==> src/rtl/core_recov_pkg.sv <==
package core_recov_pkg;

    typedef enum logic [2:0] {
        ST_IDLE    = 3'd0,
        ST_FLUSH   = 3'd1,
        ST_RESTORE = 3'd2,
        ST_RETRY   = 3'd3,
        ST_SPARE   = 3'd4,
        ST_STOP    = 3'd5,
        ST_DONE    = 3'd6
    } rcv_state_e;

endpackage

==> src/rtl/recov_sat_ctr.sv <==
module recov_sat_ctr #(
    parameter int CNT_W = 4
) (
    input  logic             clk_i,
    input  logic             rst_ni,
    input  logic             inc_i,
    output logic [CNT_W-1:0] count_o
);
    localparam logic [CNT_W-1:0] CNT_MAX = {CNT_W{1'b1}};

    logic [CNT_W-1:0] count_q;

    always_ff @(posedge clk_i or negedge rst_ni) begin
        if (!rst_ni)
            count_q <= '0;
        else if (inc_i && count_q != CNT_MAX)
            count_q <= count_q + 1'b1;
    end

    assign count_o = count_q;

    // once at the top value the count stays there
    p_sat_hold_r9: assert property (@(posedge clk_i) disable iff (!rst_ni)
        (count_q == CNT_MAX) |=> (count_q == CNT_MAX));

    // an increment below the top value adds exactly one
    p_step_r9: assert property (@(posedge clk_i) disable iff (!rst_ni)
        (inc_i && count_q != CNT_MAX) |=> (count_q == $past(count_q) + 1'b1));

    // no change without an increment request
    p_idle_r9: assert property (@(posedge clk_i) disable iff (!rst_ni)
        !inc_i |=> $stable(count_q));
endmodule

==> src/rtl/recov_cause_reg.sv <==
module recov_cause_reg #(
    parameter int CODE_W = 6
) (
    input  logic              clk_i,
    input  logic              rst_ni,
    input  logic              load_i,
    input  logic [CODE_W-1:0] code_i,
    input  logic              fatal_i,
    output logic [CODE_W-1:0] code_o,
    output logic              fatal_o
);
    logic [CODE_W-1:0] code_q;
    logic              fatal_q;

    always_ff @(posedge clk_i or negedge rst_ni) begin
        if (!rst_ni) begin
            code_q  <= '0;
            fatal_q <= 1'b0;
        end else if (load_i) begin
            code_q  <= code_i;
            fatal_q <= fatal_i;
        end
    end

    assign code_o  = code_q;
    assign fatal_o = fatal_q;

    // a report that the sequencer did not accept leaves the cause untouched
    p_hold_unaccepted_r11: assert property (@(posedge clk_i) disable iff (!rst_ni)
        !load_i |=> ($stable(code_q) && $stable(fatal_q)));
endmodule

==> src/rtl/recov_fsm.sv <==
module recov_fsm
    import core_recov_pkg::*;
#(
    parameter int CODE_W = 6
) (
    input  logic              clk_i,
    input  logic              rst_ni,
    input  logic              err_valid_i,
    input  logic              err_fatal_i,
    input  logic [CODE_W-1:0] err_code_i,
    input  logic              retry_done_i,
    input  logic              spare_avail_i,
    input  logic [CODE_W-1:0] held_code_i,
    output logic              accept_o,
    output logic              retry_entry_o,
    output logic              flush_o,
    output logic              restore_o,
    output logic              retry_o,
    output logic              spare_req_o,
    output logic              done_o,
    output logic              checkstop_o,
    output logic              partition_kill_o
);
    rcv_state_e state_q, state_d;
    logic       entered_q;
    logic       kill_q, kill_d;
    logic       fatal_err;

    assign fatal_err = err_valid_i && err_fatal_i;

    // next-state and acceptance decode
    always_comb begin
        state_d  = state_q;
        accept_o = 1'b0;
        kill_d   = kill_q;
        unique case (state_q)
            ST_IDLE, ST_DONE: begin
                if (err_valid_i) begin
                    accept_o = 1'b1;
                    state_d  = err_fatal_i ? ST_STOP : ST_FLUSH;
                    kill_d   = err_fatal_i;
                end else if (state_q == ST_DONE) begin
                    state_d = ST_IDLE;
                end
            end
            ST_FLUSH, ST_RESTORE: begin
                if (fatal_err) begin
                    accept_o = 1'b1;
                    state_d  = ST_STOP;
                    kill_d   = 1'b1;
                end else begin
                    state_d = (state_q == ST_FLUSH) ? ST_RESTORE : ST_RETRY;
                end
            end
            ST_RETRY: begin
                if (err_valid_i) begin
                    accept_o = 1'b1;
                    if (err_fatal_i) begin
                        state_d = ST_STOP;
                        kill_d  = 1'b1;
                    end else if (err_code_i == held_code_i) begin
                        state_d = ST_SPARE;
                    end else begin
                        state_d = ST_FLUSH;
                    end
                end else if (retry_done_i) begin
                    state_d = ST_DONE;
                end
            end
            ST_SPARE: begin
                state_d  = ST_STOP;
                accept_o = fatal_err;
                kill_d   = fatal_err || !spare_avail_i;
            end
            ST_STOP: begin
                state_d = ST_STOP;
            end
            default: begin
                state_d = ST_IDLE;
            end
        endcase
    end

    // state register
    always_ff @(posedge clk_i or negedge rst_ni) begin
        if (!rst_ni) begin
            state_q   <= ST_IDLE;
            entered_q <= 1'b0;
            kill_q    <= 1'b0;
        end else begin
            state_q   <= state_d;
            entered_q <= (state_d != state_q);
            kill_q    <= kill_d;
        end
    end

    assign retry_entry_o = (state_d == ST_RETRY) && (state_q != ST_RETRY);

    // output decode
    always_comb begin
        flush_o          = (state_q == ST_FLUSH);
        restore_o        = (state_q == ST_RESTORE);
        retry_o          = (state_q == ST_RETRY) && entered_q;
        spare_req_o      = (state_q == ST_SPARE);
        done_o           = (state_q == ST_DONE);
        checkstop_o      = (state_q == ST_STOP);
        partition_kill_o = kill_q && (state_q == ST_STOP);
    end

    // flush is followed by restore unless a fatal error stops the core
    p_flush_restore_r2: assert property (@(posedge clk_i) disable iff (!rst_ni)
        (flush_o && !fatal_err) |=> restore_o);

    // the retry strobe never lasts two cycles
    p_retry_pulse_r2: assert property (@(posedge clk_i) disable iff (!rst_ni)
        retry_o |=> !retry_o);

    // the sparing request is one cycle and leads into checkstop
    p_spare_once_r4: assert property (@(posedge clk_i) disable iff (!rst_ni)
        spare_req_o |=> (!spare_req_o && checkstop_o));

    // a fatal report outside checkstop stops the core with partition kill
    p_fatal_stop_r7: assert property (@(posedge clk_i) disable iff (!rst_ni)
        (fatal_err && !checkstop_o) |=> (checkstop_o && partition_kill_o));

    // checkstop and its kind are held until reset
    p_stop_sticky_r8: assert property (@(posedge clk_i) disable iff (!rst_ni)
        checkstop_o |=> (checkstop_o && $stable(partition_kill_o)));

    // nothing is accepted while stopped
    p_stop_deaf_r8: assert property (@(posedge clk_i) disable iff (!rst_ni)
        checkstop_o |-> !accept_o);

    // at most one strobe or level at a time
    p_one_phase_r1: assert property (@(posedge clk_i) disable iff (!rst_ni)
        $onehot0({flush_o, restore_o, retry_o, spare_req_o, done_o, checkstop_o}));
endmodule

==> src/rtl/core_recov_seq.sv <==
module core_recov_seq #(
    parameter int CODE_W = 6,
    parameter int CNT_W  = 4
) (
    input  logic              clk_i,
    input  logic              rst_ni,
    input  logic              err_valid_i,
    input  logic              err_fatal_i,
    input  logic [CODE_W-1:0] err_code_i,
    input  logic              retry_done_i,
    input  logic              spare_avail_i,
    output logic              flush_o,
    output logic              restore_o,
    output logic              retry_o,
    output logic              spare_req_o,
    output logic              done_o,
    output logic              checkstop_o,
    output logic              partition_kill_o,
    output logic [CNT_W-1:0]  retry_count_o,
    output logic [CODE_W-1:0] last_code_o,
    output logic              last_fatal_o
);
    logic accept;
    logic retry_entry;

    recov_fsm #(.CODE_W(CODE_W)) fsm_i (
        .clk_i            (clk_i),
        .rst_ni           (rst_ni),
        .err_valid_i      (err_valid_i),
        .err_fatal_i      (err_fatal_i),
        .err_code_i       (err_code_i),
        .retry_done_i     (retry_done_i),
        .spare_avail_i    (spare_avail_i),
        .held_code_i      (last_code_o),
        .accept_o         (accept),
        .retry_entry_o    (retry_entry),
        .flush_o          (flush_o),
        .restore_o        (restore_o),
        .retry_o          (retry_o),
        .spare_req_o      (spare_req_o),
        .done_o           (done_o),
        .checkstop_o      (checkstop_o),
        .partition_kill_o (partition_kill_o)
    );

    recov_cause_reg #(.CODE_W(CODE_W)) cause_i (
        .clk_i   (clk_i),
        .rst_ni  (rst_ni),
        .load_i  (accept),
        .code_i  (err_code_i),
        .fatal_i (err_fatal_i),
        .code_o  (last_code_o),
        .fatal_o (last_fatal_o)
    );

    recov_sat_ctr #(.CNT_W(CNT_W)) ctr_i (
        .clk_i   (clk_i),
        .rst_ni  (rst_ni),
        .inc_i   (retry_entry),
        .count_o (retry_count_o)
    );

    // each retry strobe follows a counted entry, so the count moved or is saturated
    p_retry_counted_r9: assert property (@(posedge clk_i) disable iff (!rst_ni)
        retry_o |-> (retry_count_o != '0));
endmodule

==> config.mk <==
export PLATFORM = sky130hd
export DESIGN_NAME = core_recov_seq
export DESIGN_NICKNAME = d
export VERILOG_FILES = /design/src/rtl/core_recov_pkg.sv /design/src/rtl/recov_sat_ctr.sv /design/src/rtl/recov_cause_reg.sv /design/src/rtl/recov_fsm.sv /design/src/rtl/core_recov_seq.sv
export SDC_FILE = /design/constraint.sdc
export NUM_CORES = 1
export LEC_CHECK = 0
export BUFFER_PORTS_ARGS = -buffer_cell sky130_fd_sc_hd__buf_2
export CORE_MARGIN = 5
export CORE_UTILIZATION = 41
export DETAILED_ROUTE_END_ITERATION = 12
export PLACE_DENSITY = 0.71
export SETUP_SLACK_MARGIN = 0.02
export SLEW_MARGIN = 10
export SYNTH_ARGS = -nofsm -noshare
export SYNTH_HDL_FRONTEND = slang
export SYNTH_SLANG_ARGS = --single-unit
==> constraint.sdc <==
create_clock -name clk_i -period 1.54 [get_ports clk_i]
set_input_delay 0.308 -clock clk_i [delete_from_list [all_inputs] [get_ports clk_i]]
set_output_delay 0.308 -clock clk_i [all_outputs]
set_load 0.01 [all_outputs]
==> impl_metrics.env <==
export IMPL_status="finished with violations"
export IMPL_violations="setup timing"
export IMPL_min_to="cause_i.code_o[3]$_DFFE_PN0P_"
export IMPL_worst_pin_slew_ps=358
export IMPL_wirelength_um=2650
export IMPL_clockBufferDepth=2
export IMPL_drcViolationCount=0
export IMPL_fin_skew_ps=6.23
export IMPL_ys_types=35
export IMPL_rows=17
export IMPL_postRouteAntennaNets=0
export IMPL_relSlewSlack_pct=76.1
export IMPL_rr_startpoint="fsm_i.state_q[2]$_DFF_PN0_"
export IMPL_antenna_found_initial=0
export IMPL_routed_via_density=5.30
export IMPL_timing_fmax_ghz=0.617
export IMPL_drt_iter0_drc=22
export IMPL_gr_total_overflow=0
export IMPL_final_period_utilization_pct=105
export IMPL_p_leak_nw=0.706
export IMPL_slew_viol_final=0
export IMPL_multiInputGateArea_um2=573
export IMPL_drt_wirelength_per_cell_um=15.2
export IMPL_gp_congestion=0.904
export IMPL_final_cell_area_um2=1480
export IMPL_tritoncts="yes"
export IMPL_cts_buffers=3
export IMPL_portBuffers=29
export IMPL_clkSinkCount=16
export IMPL_arrival_ps=1800
export IMPL_startpoint_type="register"
export IMPL_final_common_cell="buf_2"
export IMPL_core_um2=2190
export IMPL_r2r_slack_ps=-80
export IMPL_worst_slack_ps=-80.0
export IMPL_dieArea_um2=3300
export IMPL_hp_start="err_code_i[3]"
export IMPL_synth_edf_count=0
export IMPL_ioPinCount=30
export IMPL_setup_viol=12
export IMPL_path_class="reg2reg"
export IMPL_finalHoldViolCount=0
export IMPL_rsz0062_at_grt="yes"
export IMPL_grtUsageTotal_pct=17.7
export IMPL_fp_dieH_um=57.5
export IMPL_min_delay_path_depth=2
export IMPL_ir_drop_v=0.00129
export IMPL_first_pass_iters=4
export IMPL_ys_flop_type="dfrtp_1"
export IMPL_synthToLayoutAreaGrowth_pct=59.9
export IMPL_max_cap_violations=0
export IMPL_grt_max_degree=17
export IMPL_grt_pass1_wl_um=4530
export IMPL_async_flop_share_pct=100
export IMPL_vias=923
export IMPL_netlist_instances=89
export IMPL_rr_worst_depth=5
export IMPL_synth_seq_cells=16
export IMPL_htree_levels=1
export IMPL_clock_root_buffer="clkbuf_4"
export IMPL_hpwlAfterDp_um=1780
export IMPL_drive_above_1_share_pct=58.9
export IMPL_insertion_delay_ps=290
export IMPL_initial_core_util_pct=42.1
export IMPL_final_cell_mix="24 x buf_2, 19 x buf_4, 13 x dfrtp_1"
export IMPL_finalNetCount=160
export IMPL_final_seq_area_um2=404
export IMPL_diodes=0
export IMPL_tns_ps=-599
export IMPL_timing_final_crit_period_ps=1620
export IMPL_worstHoldPathType="in2reg"
export IMPL_powerDensity_nw_per_um2=2140
export IMPL_place_area_um2=1180
export IMPL_end_kind="register"
export IMPL_yosysSeqAreaShare_pct=43.4
export IMPL_syn_area_um2=923
export IMPL_synth_area_per_cell_um2=10.4
export IMPL_grt_pass1_vias=1024
export IMPL_nFillCells=188
export IMPL_path_max_fanout=6
export IMPL_clk_pin_slew_ps=100
export IMPL_worstPathRequired_ps=1720
export IMPL_fp_dieW_um=57.5
export IMPL_synth_nets=102
export IMPL_timing_rr_end="cause_i.code_o[1]$_DFFE_PN0P_"
export IMPL_yosysWarningCount=0
-- Yosys cell counts, types with 2 or more instances --
cell	number	area, um^2
xnor2_1	2	17.5
o21bai_1	2	15.0
clkbuf_1	2	7.51
a21oi_1	5	25.0
nand2_1	6	22.5
and2_1	3	18.8
xor2_1	7	61.3
dfrtp_1	16	400
nor2b_1	3	18.8
nor2_1	7	26.3
o21ai_0	2	10.0
a211oi_1	2	15.0
inv_1	3	11.3
mux2_2	8	90.1
-- worst max path at each step --
stage,from,to,slack [ps]
final,fsm_i.state_q[2]$_DFF_PN0_,cause_i.code_o[1]$_DFFE_PN0P_,-80
after global routing,fsm_i.state_q[2]$_DFF_PN0_,cause_i.code_o[4]$_DFFE_PN0P_,-120
after CTS,fsm_i.state_q[1]$_DFF_PN0_,spare_req_o,-60
after detailed placement,fsm_i.state_q[1]$_DFF_PN0_,cause_i.code_o[1]$_DFFE_PN0P_,-100
after global placement,fsm_i.state_q[2]$_DFF_PN0_,cause_i.code_o[3]$_DFFE_PN0P_,-7
after floorplan,fsm_i.state_q[0]$_DFF_PN0_,cause_i.code_o[0]$_DFFE_PN0P_,40
-- per-layer routing --
layer / vias up / global-route usage (%) / wire [um]
met5: - / 0 / 0
met4: 0 / 9.60 / 48
met3: 4 / 3.39 / 138
met2: 33 / 31.5 / 1390
met1: 447 / 19.7 / 1070
li1: 439 / - / -
-- cell families after synthesis --
kind of cell / count (synthesis) / synth area share, %
and+or+nand+nor: 29 / 17.1
buffers and inverters: 6 / 2.57
muxes: 9 / 11.0
adders and majority gates: 1 / 1.35
xor gates and xnor gates: 9 / 8.54
AOI/OAI and AO/OA: 19 / 16.1
DFF: 16 / 43.4
-- metrics by stage --
| step | util [%] | hold WS (ps) | total power [mW] | worst slack, ps | instances |
|---|---|---|---|---|---|
| 2_1_floorplan | - | 12.4 | 1.61 | 44.8 | 89 |
| 3_3_place_gp | 53.9 | 238 | 2.14 | -7.29 | 155 |
| 3_5_place_dp | 53.9 | 240 | 2.21 | -97.9 | 155 |
| 4_1_cts | 64.4 | 259 | 2.98 | -64.3 | 170 |
| 5_1_grt | 67.4 | 261 | 3.39 | -120 | 174 |
| 6_report | 67.4 | 274 | 3.15 | -80.0 | 174 |
-- power breakdown --
group	total, mW	leakage (nW)	internal (mW)	switching (mW)
registers	0.836	0.185	0.627	0.209
logic	2.04	0.500	1.17	0.865
clock network	0.282	0.0210	0.144	0.138
-- state kept, by name, summed over array words and instances, names as in the netlist --
signal,flops
fsm_i.state_q,3
fsm_i.entered_q,1
fsm_i.kill_q,1
cause_i.fatal_o,1
cause_i.code_o,6
ctr_i.count_o,4
-- layout make-up --
class	count	share of cell area, %
well taps	28	2.37
multi-input cells	67	38.8
repair buffers	56	28.2
clock buffers	4	2.46
inverters	3	0.763
flip-flops and latches	16	27.4
-- worst max-delay path: stages (launching register included) --
cell and delay [ps]:
dfrtp_2 440, nand2b_2 200, o21ai_2 80, a221oi_4 300
buf_12 160, mux2_2 330
-- what timing repair did --
item,in CTS,in global routing
pin swaps,7,5
endpoints found under the hold margin,16,0
buffers inserted,11,4
setup endpoints to repair,12,19
gates resized for setup,25,9
hold buffers,1,0
(Power assumes the default switching activity.)
